[src/rtl/rq_pkg.sv]
// Shared definitions for the requantizer: default widths and the shaping-order type.
// Assumes a 4-bit fine code and power-of-two coarse steps.
package rq_pkg;
    typedef enum logic {
        SHAPE_1ST = 1'b0,
        SHAPE_2ND = 1'b1
    } shape_order_e;

    localparam int IN_W_DEF  = 4;
    localparam int ACC_W_DEF = 6;
endpackage

[src/rtl/rq_quant.sv]
// Rounds a signed shaped word to the nearest multiple of STEP, with ties toward zero,
// and saturates to +/-LVL steps. Purely combinational. Assumes STEP is a power of two.
module rq_quant #(
    parameter int ACC_W  = 6,
    parameter int ERR_W  = 7,
    parameter int CODE_W = 2,
    parameter int STEP   = 8,
    parameter int LVL    = 1
) (
    input  logic signed [ACC_W-1:0]  word,
    output logic signed [CODE_W-1:0] code,
    output logic signed [ERR_W-1:0]  level
);
    localparam int SH   = $clog2(STEP);
    localparam int HALF = STEP / 2;

    logic                    neg;
    logic signed [ACC_W:0]   wx;
    logic        [ACC_W:0]   mag;
    logic        [ACC_W:0]   biased;
    logic        [ACC_W:0]   qmag;
    logic        [ACC_W:0]   qsat;
    logic signed [CODE_W-1:0] cpos;
    logic signed [ERR_W-1:0]  lvl_ext;

    // Magnitude rounding with ties toward zero, then saturation and sign restore.
    always_comb begin
        neg     = word[ACC_W-1];
        wx      = {word[ACC_W-1], word};
        mag     = neg ? $unsigned(-wx) : $unsigned(wx);
        biased  = mag + (ACC_W+1)'(HALF - 1);
        qmag    = biased >> SH;
        qsat    = (qmag > (ACC_W+1)'(LVL)) ? (ACC_W+1)'(LVL) : qmag;
        cpos    = CODE_W'(qsat);
        code    = neg ? -cpos : cpos;
        lvl_ext = ERR_W'(code);
        level   = lvl_ext <<< SH;
    end
endmodule

[src/rtl/rq_shaper.sv]
// One requantizer path: error-feedback shaping of first or second order, a
// delay-free coarse code, and the exact error registered for export.
// Assumes |x| <= 8 so the shaped word fits ACC_W bits with the limited state.
module rq_shaper
    import rq_pkg::*;
#(
    parameter int ACC_W  = 6,
    parameter int ERR_W  = 7,
    parameter int CODE_W = 2,
    parameter int STEP   = 8,
    parameter int LVL    = 1
) (
    input  logic                     clk,
    input  logic                     rst_n,
    input  logic                     adv,
    input  shape_order_e             order,
    input  logic signed [ACC_W-1:0]  x,
    output logic signed [CODE_W-1:0] code,
    output logic signed [ERR_W-1:0]  err_q
);
    localparam logic signed [ERR_W-1:0] LIM = ERR_W'(STEP);

    logic signed [ACC_W-1:0] e1, e2;
    logic signed [ERR_W-1:0] xx, e1x, e2x, sum, err_now, fb;
    logic signed [ACC_W-1:0] word;
    logic signed [ERR_W-1:0] level;

    // Shaped word: input plus weighted history of stored error terms.
    always_comb begin
        xx   = ERR_W'(x);
        e1x  = ERR_W'(e1);
        e2x  = ERR_W'(e2);
        sum  = (order == SHAPE_2ND) ? xx + (e1x <<< 1) - e2x : xx + e1x;
        word = ACC_W'(sum);
    end

    rq_quant #(
        .ACC_W (ACC_W),
        .ERR_W (ERR_W),
        .CODE_W(CODE_W),
        .STEP  (STEP),
        .LVL   (LVL)
    ) u_quant (
        .word (word),
        .code (code),
        .level(level)
    );

    // Exact truncation error and its limited copy for the feedback state.
    always_comb begin
        err_now = ERR_W'(word) - level;
        if (err_now > LIM)
            fb = LIM;
        else if (err_now < -LIM)
            fb = -LIM;
        else
            fb = err_now;
    end

    // Error history and exported error advance on qualified samples only.
    always_ff @(posedge clk) begin
        if (!rst_n) begin
            e1    <= '0;
            e2    <= '0;
            err_q <= '0;
        end else if (adv) begin
            e2    <= e1;
            e1    <= ACC_W'(fb);
            err_q <= err_now;
        end
    end
endmodule

[src/rtl/rq_requantizer.sv]
// Top of the dual-path requantizer: maps the offset-binary fine code to signed,
// feeds a three-level path and a five-level path, and times the error export.
// Assumes a 4-bit input; the coarse codes are combinational, the errors registered.
module rq_requantizer
    import rq_pkg::*;
#(
    parameter int IN_W     = IN_W_DEF,
    parameter int ACC_W    = ACC_W_DEF,
    parameter int STEP_A   = 8,
    parameter int LVL_A    = 1,
    parameter int STEP_B   = 4,
    parameter int LVL_B    = 2,
    parameter int CODE_A_W = 2,
    parameter int CODE_B_W = 3,
    parameter int ERR_W    = ACC_W + 1
) (
    input  logic                clk,
    input  logic                rst_n,
    input  logic                in_valid,
    input  logic [IN_W-1:0]     in_code,
    input  logic                order2,
    output logic [CODE_A_W-1:0] code_a,
    output logic [CODE_B_W-1:0] code_b,
    output logic                err_valid,
    output logic [ERR_W-1:0]    err_a,
    output logic [ERR_W-1:0]    err_b
);
    logic signed [ACC_W-1:0]    x;
    logic signed [CODE_A_W-1:0] ca;
    logic signed [CODE_B_W-1:0] cb;
    logic signed [ERR_W-1:0]    ea, eb;
    shape_order_e               order;

    // Offset binary to two's complement by inverting the top bit.
    always_comb begin
        x     = ACC_W'($signed({~in_code[IN_W-1], in_code[IN_W-2:0]}));
        order = shape_order_e'(order2);
    end

    rq_shaper #(
        .ACC_W(ACC_W), .ERR_W(ERR_W), .CODE_W(CODE_A_W), .STEP(STEP_A), .LVL(LVL_A)
    ) u_path_a (
        .clk(clk), .rst_n(rst_n), .adv(in_valid), .order(order),
        .x(x), .code(ca), .err_q(ea)
    );

    rq_shaper #(
        .ACC_W(ACC_W), .ERR_W(ERR_W), .CODE_W(CODE_B_W), .STEP(STEP_B), .LVL(LVL_B)
    ) u_path_b (
        .clk(clk), .rst_n(rst_n), .adv(in_valid), .order(order),
        .x(x), .code(cb), .err_q(eb)
    );

    // Drive the port-side views of both paths.
    always_comb begin
        code_a = ca;
        code_b = cb;
        err_a  = ea;
        err_b  = eb;
    end

    // Error-port qualifier trails the input qualifier by one cycle.
    always_ff @(posedge clk) begin
        if (!rst_n)
            err_valid <= 1'b0;
        else
            err_valid <= in_valid;
    end
endmodule

[config.mk]
export PLATFORM = sky130hd
export DESIGN_NAME = rq_requantizer
export DESIGN_NICKNAME = d
export VERILOG_FILES = /design/src/rtl/rq_pkg.sv /design/src/rtl/rq_quant.sv /design/src/rtl/rq_shaper.sv /design/src/rtl/rq_requantizer.sv
export SDC_FILE = /design/constraint.sdc
export NUM_CORES = 1
export LEC_CHECK = 0
export BUFFER_PORTS_ARGS = -buffer_cell sky130_fd_sc_hd__buf_2
export CORE_ASPECT_RATIO = 1.75
export CORE_MARGIN = 3
export CORE_UTILIZATION = 30
export CTS_BUF_LIST = sky130_fd_sc_hd__clkbuf_4 sky130_fd_sc_hd__clkbuf_8 sky130_fd_sc_hd__clkbuf_16
export DETAILED_ROUTE_END_ITERATION = 16
export PLACE_DENSITY_LB_ADDON = 0.3
export SLEW_MARGIN = 30
export SYNTH_ARGS = -nofsm -noshare
export SYNTH_HDL_FRONTEND = slang
export SYNTH_SLANG_ARGS = --single-unit
[constraint.sdc]
create_clock -name clk -period 6.45 [get_ports clk]
set_input_delay 0.3225 -clock clk [delete_from_list [all_inputs] [get_ports clk]]
set_output_delay 0.3225 -clock clk [all_outputs]
set_load 0.1 [all_outputs]
* Word-level counts from Yosys, hierarchy flattened
Index checks and enable logic that the tools add are counted.
Operators by class: add/subtract/negate cells 14, order comparisons 6, mux-type cells 12, bitwise operators 1
Operator list (count):
- two-way mux 6 bit | 6
- adder 4 x 6 -> 6 bit | 4
- two-way mux 7 bit | 2
- negator 6 -> 7 bit | 2
- subtractor 6 x 5 -> 7 bit | 2
- subtractor 6 bit | 2
- adder 7 x 1 -> 7 bit, second input constant | 1
- adder 7 x 2 -> 7 bit, second input constant | 1
- > comparator 7 x 4 -> 1 bit, second input constant | 1
- > comparator 7 x 5 -> 1 bit, second input constant | 1
- less-than comparator 7 x 3 -> 1 bit, second input constant | 1
- less-than comparator 7 x 4 -> 1 bit, second input constant | 1
- two-way mux 3 bit | 2
- > comparator 5 x 2 -> 1 bit, second input constant | 1
- > comparator 4 x 1 -> 1 bit, second input constant | 1
- two-way mux 2 bit | 2
- negator 3 bit | 1
- negator 2 bit | 1
- NOT 1 bit | 1
Storage, ports and cells: flip-flop bits (word level) 39, input port bits 8, logic and storage cells 40

* Depth between registers and ports, before layout
Gate-level depths: netlist (run 1).
word-level depth 15, mapped depth 23, mapped depth without buffers 22

* Cells and area by module
From an unflattened synthesis (run 1), not the netlist that was laid out.
Unflattened totals: cell total of the unflattened synthesis 446, area, all modules 3743.6 sq um
Modules (own cells, without submodules):
- rq_shaper (u_path_b) | instances 1, cells an instance 199, area each 1710.4 sq um
- rq_shaper (u_path_a) | instances 1, cells an instance 181, area each 1584.0 sq um
- rq_quant (u_path_b.u_quant) | instances 1, cells an instance 37, area each 255.2 sq um
- rq_quant (u_path_a.u_quant) | instances 1, cells an instance 26, area each 163.9 sq um
- rq_requantizer | instances 1, cells an instance 3, area each 30.0 sq um

* Least setup slack after synthesis (run 1)
OpenSTA, ideal clock, no wires.
path kind flip-flop to flip-flop, from register u_path_b.e2[1], to register u_path_b.e1[0], data arrival time 5.510 ns, data required time 6.326 ns, path slack 0.817 ns, cell stages (with the launch flop) 21, path buffers 1, clock period less this slack 5.633 ns, cells stage by stage dfxtp_1 inv_1 fa_1 ha_1 inv_1 fa_1 nand2b_1 a21oi_1 xnor2_1 a21boi_4 buf_6 a211oi_2 o22ai_2 a21oi_1 ha_1 fa_1 o21ai_0 nor3_1 a31o_2 a31oi_1 o31ai_1
On the way: longest elaborated chain between the ends 13, elaborated cells between the ends (all ways) 14, those cells by class add/sub: 5; order compare: 3; mux: 6
Ends and longest elaborated chain:
- start: declaration | RTL line rq_shaper.sv:23 | logic signed [ACC_W-1:0] e1, e2;
- start signal: assignment | RTL line rq_shaper.sv:64 | e2 <= '0;
- start signal: assignment | RTL line rq_shaper.sv:67 | e2 <= e1;
- subtractor 6 bit (*) | RTL line rq_shaper.sv:33 | sum = (order == SHAPE_2ND) ? xx + (e1x <<< 1) - e2x : xx + e1x;
- two-way mux 6 bit (*) | RTL line rq_shaper.sv:33
- negator 6 -> 7 bit | RTL line rq_quant.sv:30 | mag = neg ? $unsigned(-wx) : $unsigned(wx);
- two-way mux 7 bit | RTL line rq_quant.sv:30
- adder 7 x 1 -> 7 bit | RTL line rq_quant.sv:31 | biased = mag + (ACC_W+1)'(HALF - 1);
- > comparator 5 x 2 -> 1 bit | RTL line rq_quant.sv:33 | qsat = (qmag > (ACC_W+1)'(LVL)) ? (ACC_W+1)'(LVL) : qmag;
- two-way mux 3 bit | RTL line rq_quant.sv:33
- negator 3 bit | RTL line rq_quant.sv:35 | code = neg ? -cpos : cpos;
- two-way mux 3 bit (*) | RTL line rq_quant.sv:35
- net code_b[0] | RTL line rq_requantizer.sv:23 | output logic [CODE_B_W-1:0] code_b,
- subtractor 6 x 5 -> 7 bit (*) | RTL line rq_shaper.sv:51 | err_now = ERR_W'(word) - level;
- less-than comparator 7 x 3 -> 1 bit | RTL line rq_shaper.sv:54 | else if (err_now < -LIM)
- two-way mux 6 bit | RTL line rq_shaper.sv:54
- two-way mux 6 bit (*) | RTL line rq_shaper.sv:52 | if (err_now > LIM)
- end signal: assignment | RTL line rq_shaper.sv:68 | e1 <= ACC_W'(fb);
- end: declaration | RTL line rq_shaper.sv:23
The timed path passes the listed nets; every way through them passes the cells marked *. A chain may end at the register's enable or synchronous reset.

* Final worst setup path (run 1)
from register u_path_b.e2[1], to register u_path_b.e1[1]
On the way: longest elaborated chain between the ends 13, elaborated cells between the ends (all ways) 14, those cells by class add/sub: 5; order compare: 3; mux: 6
Ends and longest elaborated chain (RTL line):
- subtractor 6 bit (*) | rq_shaper.sv:33
- two-way mux 6 bit (*) | rq_shaper.sv:33
- negator 6 -> 7 bit | rq_quant.sv:30
- two-way mux 7 bit | rq_quant.sv:30
- adder 7 x 1 -> 7 bit | rq_quant.sv:31
- > comparator 5 x 2 -> 1 bit | rq_quant.sv:33
- two-way mux 3 bit | rq_quant.sv:33
- negator 3 bit | rq_quant.sv:35
- two-way mux 3 bit | rq_quant.sv:35
- subtractor 6 x 5 -> 7 bit (*) | rq_shaper.sv:51
- less-than comparator 7 x 3 -> 1 bit | rq_shaper.sv:54
- two-way mux 6 bit | rq_shaper.sv:54
- two-way mux 6 bit (*) | rq_shaper.sv:52
Mark *: on every way between the ends. The rest lies on a longest branch, timed or not.

==> results of run 1 <==
[flip-flops by register name, summed over array words and instances, names as in the netlist]
register        flops
u_path_b.e1         6
u_path_b.err_q      7
err_valid           1
u_path_b.e2         6
u_path_a.e1         6
u_path_a.e2         6
u_path_a.err_q      7
[stage by stage]
step | area [sq um] | instances | worst slack, ns | utilization (%) | hold WS, ns
5_1_grt | 3600 | 515 | 1.07 | 34.8 | 0.490
6_report | 3600 | 515 | 1.40 | 34.8 | 0.461
3_3_place_gp | 3440 | 507 | 1.46 | 33.2 | 0.448
2_1_floorplan | 3210 | 366 | 0.817 | - | 0.462
4_1_cts | 3600 | 515 | 1.41 | 34.8 | 0.468
3_5_place_dp | 3440 | 507 | 1.28 | 33.2 | 0.445
[cells by family after synthesis]
kind of cell	Yosys count	synth area share (%)
AOI/OAI and AO/OA	74	16.5
xor gates and xnor gates	22	6.24
adders and majority gates	43	20.0
buffers and inverters	59	7.60
DFF	39	24.3
muxes	26	8.42
and+or+nand+nor	103	16.9
[worst register-to-register path: cells and delay by family (launching register included)]
kind,cells,cell delay [ns]
XOR/XNOR,1,0.12
multiplexers,2,0.48
AND/OR/NAND/NOR,2,0.38
buffers and inverters,2,0.12
flip-flops,1,0.34
AO/OA/AOI/OAI,7,1.68
adder cells (fa/ha/maj),5,1.83
[cells in the final DEF, fill, tap and decap left out, types with 10 or more instances in the layout]
cell type   n
nor2b_1    23
fa_1       14
mux2i_1    21
a21o_1     10
inv_1      44
dfxtp_1    39
nor2_1     22
a21oi_1    19
buf_2      27
xnor2_1    18
ha_1       29
nand2_1    22
nand2b_1   10
o21ai_0    12
[layout make-up]
| class | count | area share, % |
|---|---|---|
| Sequential cell | 39 | 21.7 |
| Multi-Input combinational cell | 268 | 60.6 |
| Tap cell | 127 | 4.41 |
| Clock inverter | 3 | 1.21 |
| Clock buffer | 5 | 3.47 |
| Inverter | 45 | 4.69 |
| Timing Repair Buffer | 28 | 3.96 |
[worst max-delay path by stage]
stage	start	endpoint	cells after the start
floorplan	u_path_b.e2[1]	u_path_b.e1[0]	20
global placement	in_code[1]	u_path_b.e1[1]	19
detailed placement	in_code[1]	u_path_b.e1[1]	19
CTS	u_path_b.e2[1]	u_path_b.e1[1]	19
global route	u_path_b.e2[1]	u_path_b.e1[0]	20
finish	u_path_b.e2[1]	u_path_b.e1[1]	19
[metal layers]
metal / share of wire, % / up-vias / track usage (%)
met5: 0 / - / 0
met4: 2.2 / 0 / 5.00
met3: 2.1 / 10 / 1.91
met2: 53 / 37 / 23.9
met1: 42 / 1188 / 14.0
li1: - / 1278 / -
==> results by group, run 1 <==
Setup path
  – R2R Setup Slk: 1.40 ns
  – Startpoint Class: register
  – Crit. End Element: register
  – Reg2reg start: u_path_b.e2[1]
  – CP Data Required Time: 6.65 ns
  – Critical path's top delay family: adder cells
  – CP Class: reg -> reg
  – Crit-path max FO: 15
  – Critical-path cell list: inv_1 -> fa_1 -> ha_1 -> inv_1 -> fa_1 -> nand2b_1 -> a21oi_1 -> xnor2_1 -> a21boi_4 -> mux2_4 -> o22ai_2 -> a21o_1 -> ha_1 -> o21a_1 -> fa_1 -> nor2_1 -> mux2i_1 -> o221a_2 -> o31ai_1
  – Critical Path AT: 5.25 ns
  – R2R cell count: 19
  – Worst path most repeated cell: fa_1
  – Slowest stage delay, CP: 0.55 ns
  – Critical path's slowest cell: fa_1
  – Worst path bufs/invs: 2
  – Critical R2R Capture: u_path_b.e1[1]

STA
  – Fmax: 198 MHz
  – Final period utilization: 78.3%
  – Setup_tns: 0 ns
  – Clock Skews: 0.00775 ns
  – Final Hold Fails: 0
  – Worst-margin pin slew: 0.626 ns
  – Final min period: 5.05 ns
  – Unrepaired setup endpoints after global routing: no
  – Worst slew margin: 57.8%
  – Final Max Slew Viols: 0
  – Final setup viols: 0

Floorplan
  – I/O pins: 28
  – Rows: 49
  – Die Width: 84.2 microns
  – Core Footprint: 10,400 sq um
  – Initial Util: 31.0%
  – Die area: 12,000 sq um
  – Die span in y: 143 microns

CTS
  – Post-CTS Hold Buffers: 0
  – Post-CTS setup buffer count: 0
  – CTS tree: built
  – Clock latency on the worst-skew pair: 0.29 ns
  – Clock root cell: clkbuf_16
  – Htree depth: 2
  – Clock net sink count: 39
  – Clk buf depth: 2
  – Clk slew on worst S/H paths: 0.06 ns
  – Post-cts resize count: 0
  – Num CTS Buffers: 5

GRT
  – Initial antenna violation count: 0
  – GRT overflow: 0
  – First-pass GRT wire length: 12.4 mm
  – Largest net degree at the start of global routing: 39
  – Vias in the first global route: 2,597
  – Gr usage total: 12.7%

Drt
  – DRT Pass-1 Iters: 4
  – Routed Antenna Nets: 0
  – 1st-iter DRT viols: 88
  – Vias per inst: 4.88
  – Routed len/inst: 14.1 microns
  – Via count: 2,513
  – Final wirelength: 7.29 mm
  – Number of remaining DRC errors: 0

Logic synthesis
  – Mapped cell area: 3210 sq um
  – Most instantiated cells after synthesis: inv_1 (44), dfxtp_1 (39), ha_1 (29)
  – Most used DFF post-synth: dfxtp_1
  – Area contributors post-synth: dfxtp_1 (24%), ha_1 (11%), fa_1 (8.7%)
  – Synth Warn #: 0
  – Post-synth EDFFs: 0
  – Most frequent cell after synthesis: inv_1
  – FFs w/ async S/R, synth: 0%
  – Area leader, netlist: dfxtp_1
  – Net Count, Synth: 417
  – Top-area cell type share of the netlist area: 24.3%
  – Sequential area share after synthesis: 24.3%
  – Syn Area/Cell: 8.77 sq um
  – #FFs+latches synth: 39
  – Post-Syn Instances: 366
  – Yosys cell types: 59

Final layout
  – Footprint of the multi-input gates: 2180 sq um
  – Filler cells: 1,090
  – Nets: 438
  – Share of layout cells above drive strength 1: 13.7%
  – Area delta synth->final: 12.3%
  – Register Area: 781 sq um
  – ANT cells: 0

Run status
  – Run status: finished, final reports clean

Hold path
  – Hold Path Stages: 1
  – WHS Endpoint: u_path_b.err_q[6]
  – Worst hold path type: reg -> reg
  – Hold_sp: u_path_b.err_q[6]

Place
  – Port bufs: 27
  – Dpl hpwl: 5.74 mm
  – GPL Wtd Cong: 0.812

Flow run
  – MaxCap Viol Count: 0
Power of run 1 is left out: the tool's default activity adds up to more than one toggle a clock period on the data nets, which glitch-free logic cannot reach.
==> run 2, diff against run 1 <==
==> constraint.sdc (replaced) <==
create_clock -name clk -period 4.5 [get_ports clk]
set_input_delay 0.225 -clock clk [delete_from_list [all_inputs] [get_ports clk]]
set_output_delay 0.225 -clock clk [all_outputs]
set_load 0.1 [all_outputs]
==> results by group, run 2 (synthesized netlist as in run 1, its figures left out) <==
GRT
  – Vias in the first global route: 2,734
  – Largest net degree at the start of global routing: 32
  – Initial antenna violation count: 0
  – Gr usage total: 13.8%
  – GRT overflow: 0
  – First-pass GRT wire length: 13.2 mm

Floorplan
  – Die area: 12,000 sq um
  – Core Footprint: 10,400 sq um
  – Initial Util: 31.0%
  – Rows: 49
  – I/O pins: 28
  – Die Width: 84.2 microns
  – Die span in y: 143 microns

CTS
  – Post-CTS Hold Buffers: 0
  – Num CTS Buffers: 5
  – Htree depth: 2
  – Clock latency on the worst-skew pair: 0.28 ns
  – Clk buf depth: 2
  – CTS tree: built
  – Clock root cell: clkbuf_16
  – Clock net sink count: 39
  – Clk slew on worst S/H paths: 0.06 ns

STA
  – Final period utilization: 98.9%
  – Final Max Slew Viols: 0
  – Worst slew margin: 64.5%
  – Final min period: 4.45 ns
  – Clock Skews: 0.00461 ns
  – Final setup viols: 0
  – Fmax: 225 MHz
  – Unrepaired setup endpoints after global routing: yes
  – Worst-margin pin slew: 0.532 ns
  – Final Hold Fails: 0
  – Setup_tns: 0 ns

Setup path
  – CP Class: reg -> reg
  – Critical Path AT: 4.65 ns
  – Crit. End Element: register
  – CP Data Required Time: 4.69 ns
  – Crit-path max FO: 3
  – Startpoint Class: register

Drt
  – Routed len/inst: 14.4 microns
  – Routed Antenna Nets: 0
  – Post-Route M1 WL: 2.85 mm
  – Met2 WL post-DR: 4.66 mm
  – Number of remaining DRC errors: 0
  – DRT Pass-1 Iters: 4
  – Via count: 2,647
  – Vias per inst: 4.82
  – 1st-iter DRT viols: 59
  – WL met3: 133 microns
  – Final wirelength: 7.88 mm
  – Uppermost routed layer: met4

Final layout
  – Area delta synth->final: 25.0%
  – Layout Cells excl Fill: 549
  – ANT cells: 0
  – Biggest regs: u_path_a.err_q x7, u_path_b.err_q x7
  – Most common cell after layout, fill and taps aside: inv_1
  – Footprint of the multi-input gates: 2360 sq um
  – Register Area: 783 sq um
  – Nets: 472
  – Share of layout cells above drive strength 1: 27.5%
  – Most frequent cells in the layout: inv_1 (42), dfxtp_1 (37), buf_4 (35)
  – Final instance area: 4010 sq um
  – Filler cells: 1,054

Place
  – Dpl hpwl: 6.49 mm
  – Post-DP Area: 3750 sq um
  – GPL Wtd Cong: 0.879
  – Placed Instances: 533
  – Port bufs: 27

Hold path
  – Worst hold path type: in -> reg

Flow run
  – MaxCap Viol Count: 0

Run status
  – Run status: finished, final reports clean
[run 2: final cells by class]
| type | instances | area share (%) |
|---|---|---|
| tap | 127 | 3.96 |
| clock inverter | 3 | 0.499 |
| timing repair buffer | 62 | 9.92 |
| inverter | 45 | 4.21 |
| sequential | 39 | 19.5 |
| multi-input combinational | 268 | 58.8 |
| clock buffer | 5 | 3.12 |
[run 2: what timing repair did]
item | CTS | global route
endpoints found under the hold margin | 0 | 0
cloned | 0 | 0
endpoints found under the setup margin | 5 | 13
pin swaps | 2 | 6
buffers inserted | 1 | 7
gates resized for setup | 5 | 12
[run 2: worst paths after layout]
path | slack, ns | start | end | depth (start not counted)
worst max register to register | 0.05 | u_path_b.e2[1] | u_path_b.e1[1] | 18
worst max-delay path | 0.05 | u_path_b.e2[1] | u_path_b.e1[1] | 18
worst min-delay path | 0.42 | in_valid | u_path_b.err_q[2] | 2
worst min register to register | 0.46 | u_path_a.err_q[6] | u_path_a.err_q[6] | 2
[run 2: critical path, cell delays in order (launching register included)]
cell	delay [ns]
dfxtp_2	0.33
inv_2	0.04
fa_1	0.51
ha_2	0.19
inv_2	0.04
fa_2	0.34
nand2b_4	0.17
nand3_2	0.09
o31ai_4	0.07
or3_4	0.38
a211oi_4	0.27
o22ai_4	0.11
a21o_1	0.19
ha_4	0.22
o21a_4	0.20
fa_2	0.58
o21ai_2	0.08
o221a_2	0.32
o31ai_1	0.23
[run 2: through the flow]
step           hold slack (ns)  util (%)  worst slack [ns]
2_1_floorplan            0.466         -           0.00437
6_report                 0.417      38.7            0.0495
5_1_grt                  0.429      38.7            -0.173
4_1_cts                  0.421      37.9           -0.0108
3_3_place_gp             0.451      36.2            -0.126
3_5_place_dp             0.453      36.2            -0.129
[run 2: layer usage]
layer | vias to the layer above | track usage, %
li1 | 1342 | -
met1 | 1261 | 12.8
met2 | 30 | 28.7
met3 | 14 | 1.44
met4 | 0 | 6.95
met5 | - | 0
Power of run 2 is left out for the same reason.
==> run 3, diff against run 2 <==
--- a/config.mk
+++ b/config.mk
@@ -7,10 +7,10 @@
 export LEC_CHECK = 0
 export BUFFER_PORTS_ARGS = -buffer_cell sky130_fd_sc_hd__buf_2
 export CORE_ASPECT_RATIO = 1.75
-export CORE_MARGIN = 3
 export CORE_UTILIZATION = 30
 export CTS_BUF_LIST = sky130_fd_sc_hd__clkbuf_4 sky130_fd_sc_hd__clkbuf_8 sky130_fd_sc_hd__clkbuf_16
 export DETAILED_ROUTE_END_ITERATION = 16
+export HOLD_SLACK_MARGIN = 0.06
 export PLACE_DENSITY_LB_ADDON = 0.3
 export SLEW_MARGIN = 30
 export SYNTH_ARGS = -nofsm -noshare
==> results by group, run 3 (synthesized netlist as in run 1, its figures left out) <==
Final layout
  – ANT cells: 0
  – Share of layout cells above drive strength 1: 27.8%
  – Register Area: 785 sq um
  – Footprint of the multi-input gates: 2370 sq um
  – Area delta synth->final: 25.4%
  – Filler cells: 1,023
  – Biggest regs: u_path_a.err_q x7, u_path_b.err_q x7
  – Layout Cells excl Fill: 545
  – Nets: 468
  – Util after Layout: 38.8%
  – Most frequent cells in the layout: inv_1 (41), dfxtp_1 (36), buf_4 (30)
  – Most common cell after layout, fill and taps aside: inv_1

STA
  – Worst slew margin: 64.5%
  – Setup_tns: 0 ns
  – WHS: 0.424 ns
  – Final period utilization: 99.5%
  – Unrepaired setup endpoints after global routing: yes
  – Final min period: 4.48 ns
  – Final Max Slew Viols: 0
  – Fmax: 223 MHz
  – Worst-margin pin slew: 0.532 ns
  – Final Hold Fails: 0
  – Final setup viols: 0
  – Clock Skews: 0.00414 ns

Drt
  – 1st-iter DRT viols: 92
  – Number of remaining DRC errors: 0
  – DRT Pass-1 Iters: 4
  – Routed len/inst: 14.7 microns
  – Routed Antenna Nets: 0
  – Vias per inst: 4.91
  – Via count: 2,674
  – Final wirelength: 8.00 mm

CTS
  – Clock net sink count: 39
  – Clock root cell: clkbuf_16
  – Num CTS Buffers: 5
  – Post-CTS Hold Buffers: 0
  – Clk slew on worst S/H paths: 0.06 ns
  – Clock latency on the worst-skew pair: 0.29 ns
  – Htree depth: 2
  – CTS tree: built
  – Clk buf depth: 2

Floorplan
  – I/O pins: 28
  – Core Footprint: 10,400 sq um
  – Rows: 49
  – Die span in y: 139 microns
  – Die area: 11,100 sq um
  – Initial Util: 31.0%
  – Die Width: 80.2 microns

Setup path
  – Crit-path max FO: 3
  – Critical Path AT: 4.68 ns
  – Crit. End Element: register
  – CP Class: reg -> reg
  – CP Data Required Time: 4.70 ns
  – Startpoint Class: register

Place
  – Port bufs: 27
  – GPL Wtd Cong: 0.866
  – Placed Instances: 533
  – Dpl hpwl: 6.52 mm

GRT
  – Vias in the first global route: 2,784
  – GRT overflow: 0
  – First-pass GRT wire length: 13.4 mm
  – Initial antenna violation count: 0
  – Largest net degree at the start of global routing: 32
  – Gr usage total: 15.8%

Flow run
  – MaxCap Viol Count: 0

Hold path
  – Worst hold path type: in -> reg

Run status
  – Run status: finished, final reports clean
run 3: cell types whose count changed in the layout (fill, tap and decap cells not counted), sizes merged:
cell / change
clkinv: +1
bufinv: +1
buf: -4
clkinvlp: -2
run 3: metal layers:
| metal | wire, microns | GRT usage [%] | vias to the layer above |
|---|---|---|---|
| met5 | 0 | 0 | - |
| met4 | 254 | 8.18 | 0 |
| met3 | 98 | 1.32 | 16 |
| met2 | 4730 | 31.1 | 30 |
| met1 | 2920 | 15.5 | 1291 |
| li1 | - | - | 1337 |
run 3: area by class of cell:
class,instances,area share (%)
Tap cell,127,3.95
Sequential cell,39,19.5
Timing Repair Buffer,58,9.23
Inverter,45,4.20
Clock inverter,3,1.09
Multi-Input combinational cell,268,58.9
Clock buffer,5,3.11
run 3: path summary, 6_finish.rpt:
check / startpoint / depth (start not counted) / slack [ns] / to
worst max-delay path: u_path_b.e2[1] / 19 / 0.02 / u_path_b.e1[0]
worst min-delay path: rst_n / 3 / 0.42 / u_path_b.err_q[2]
worst max register to register: u_path_b.e2[1] / 19 / 0.02 / u_path_b.e1[0]
worst min register to register: u_path_b.err_q[6] / 1 / 0.46 / u_path_b.err_q[6]
run 3: repair_timing:
action	CTS	global route
setup buffers	3	1
endpoints found under the setup margin	5	9
endpoints found under the hold margin	0	0
gates resized for setup	5	19
pin swaps	3	10
run 3: critical path: stages (launching register included):
cell      delay [ns]
dfxtp_2         0.34
inv_2           0.04
fa_1            0.50
ha_2            0.18
inv_2           0.04
fa_2            0.35
nand2b_4        0.18
nand3_4         0.08
o31ai_4         0.07
or3_4           0.38
a211oi_4        0.27
o22ai_4         0.12
a21o_1          0.19
ha_4            0.22
o21a_4          0.20
fa_2            0.50
nor2_1          0.17
nand2_1         0.08
o221a_2         0.26
o31ai_1         0.22
run 3: per-stage QoR:
step	cell area, sq um	setup slack, ns
3_3_place_gp	3750	-0.117
6_report	4030	0.0207
5_1_grt	4030	-0.161
3_5_place_dp	3750	-0.158
4_1_cts	3960	0.0181
2_1_floorplan	3340	0.00437
Power of run 3 is left out for the same reason.
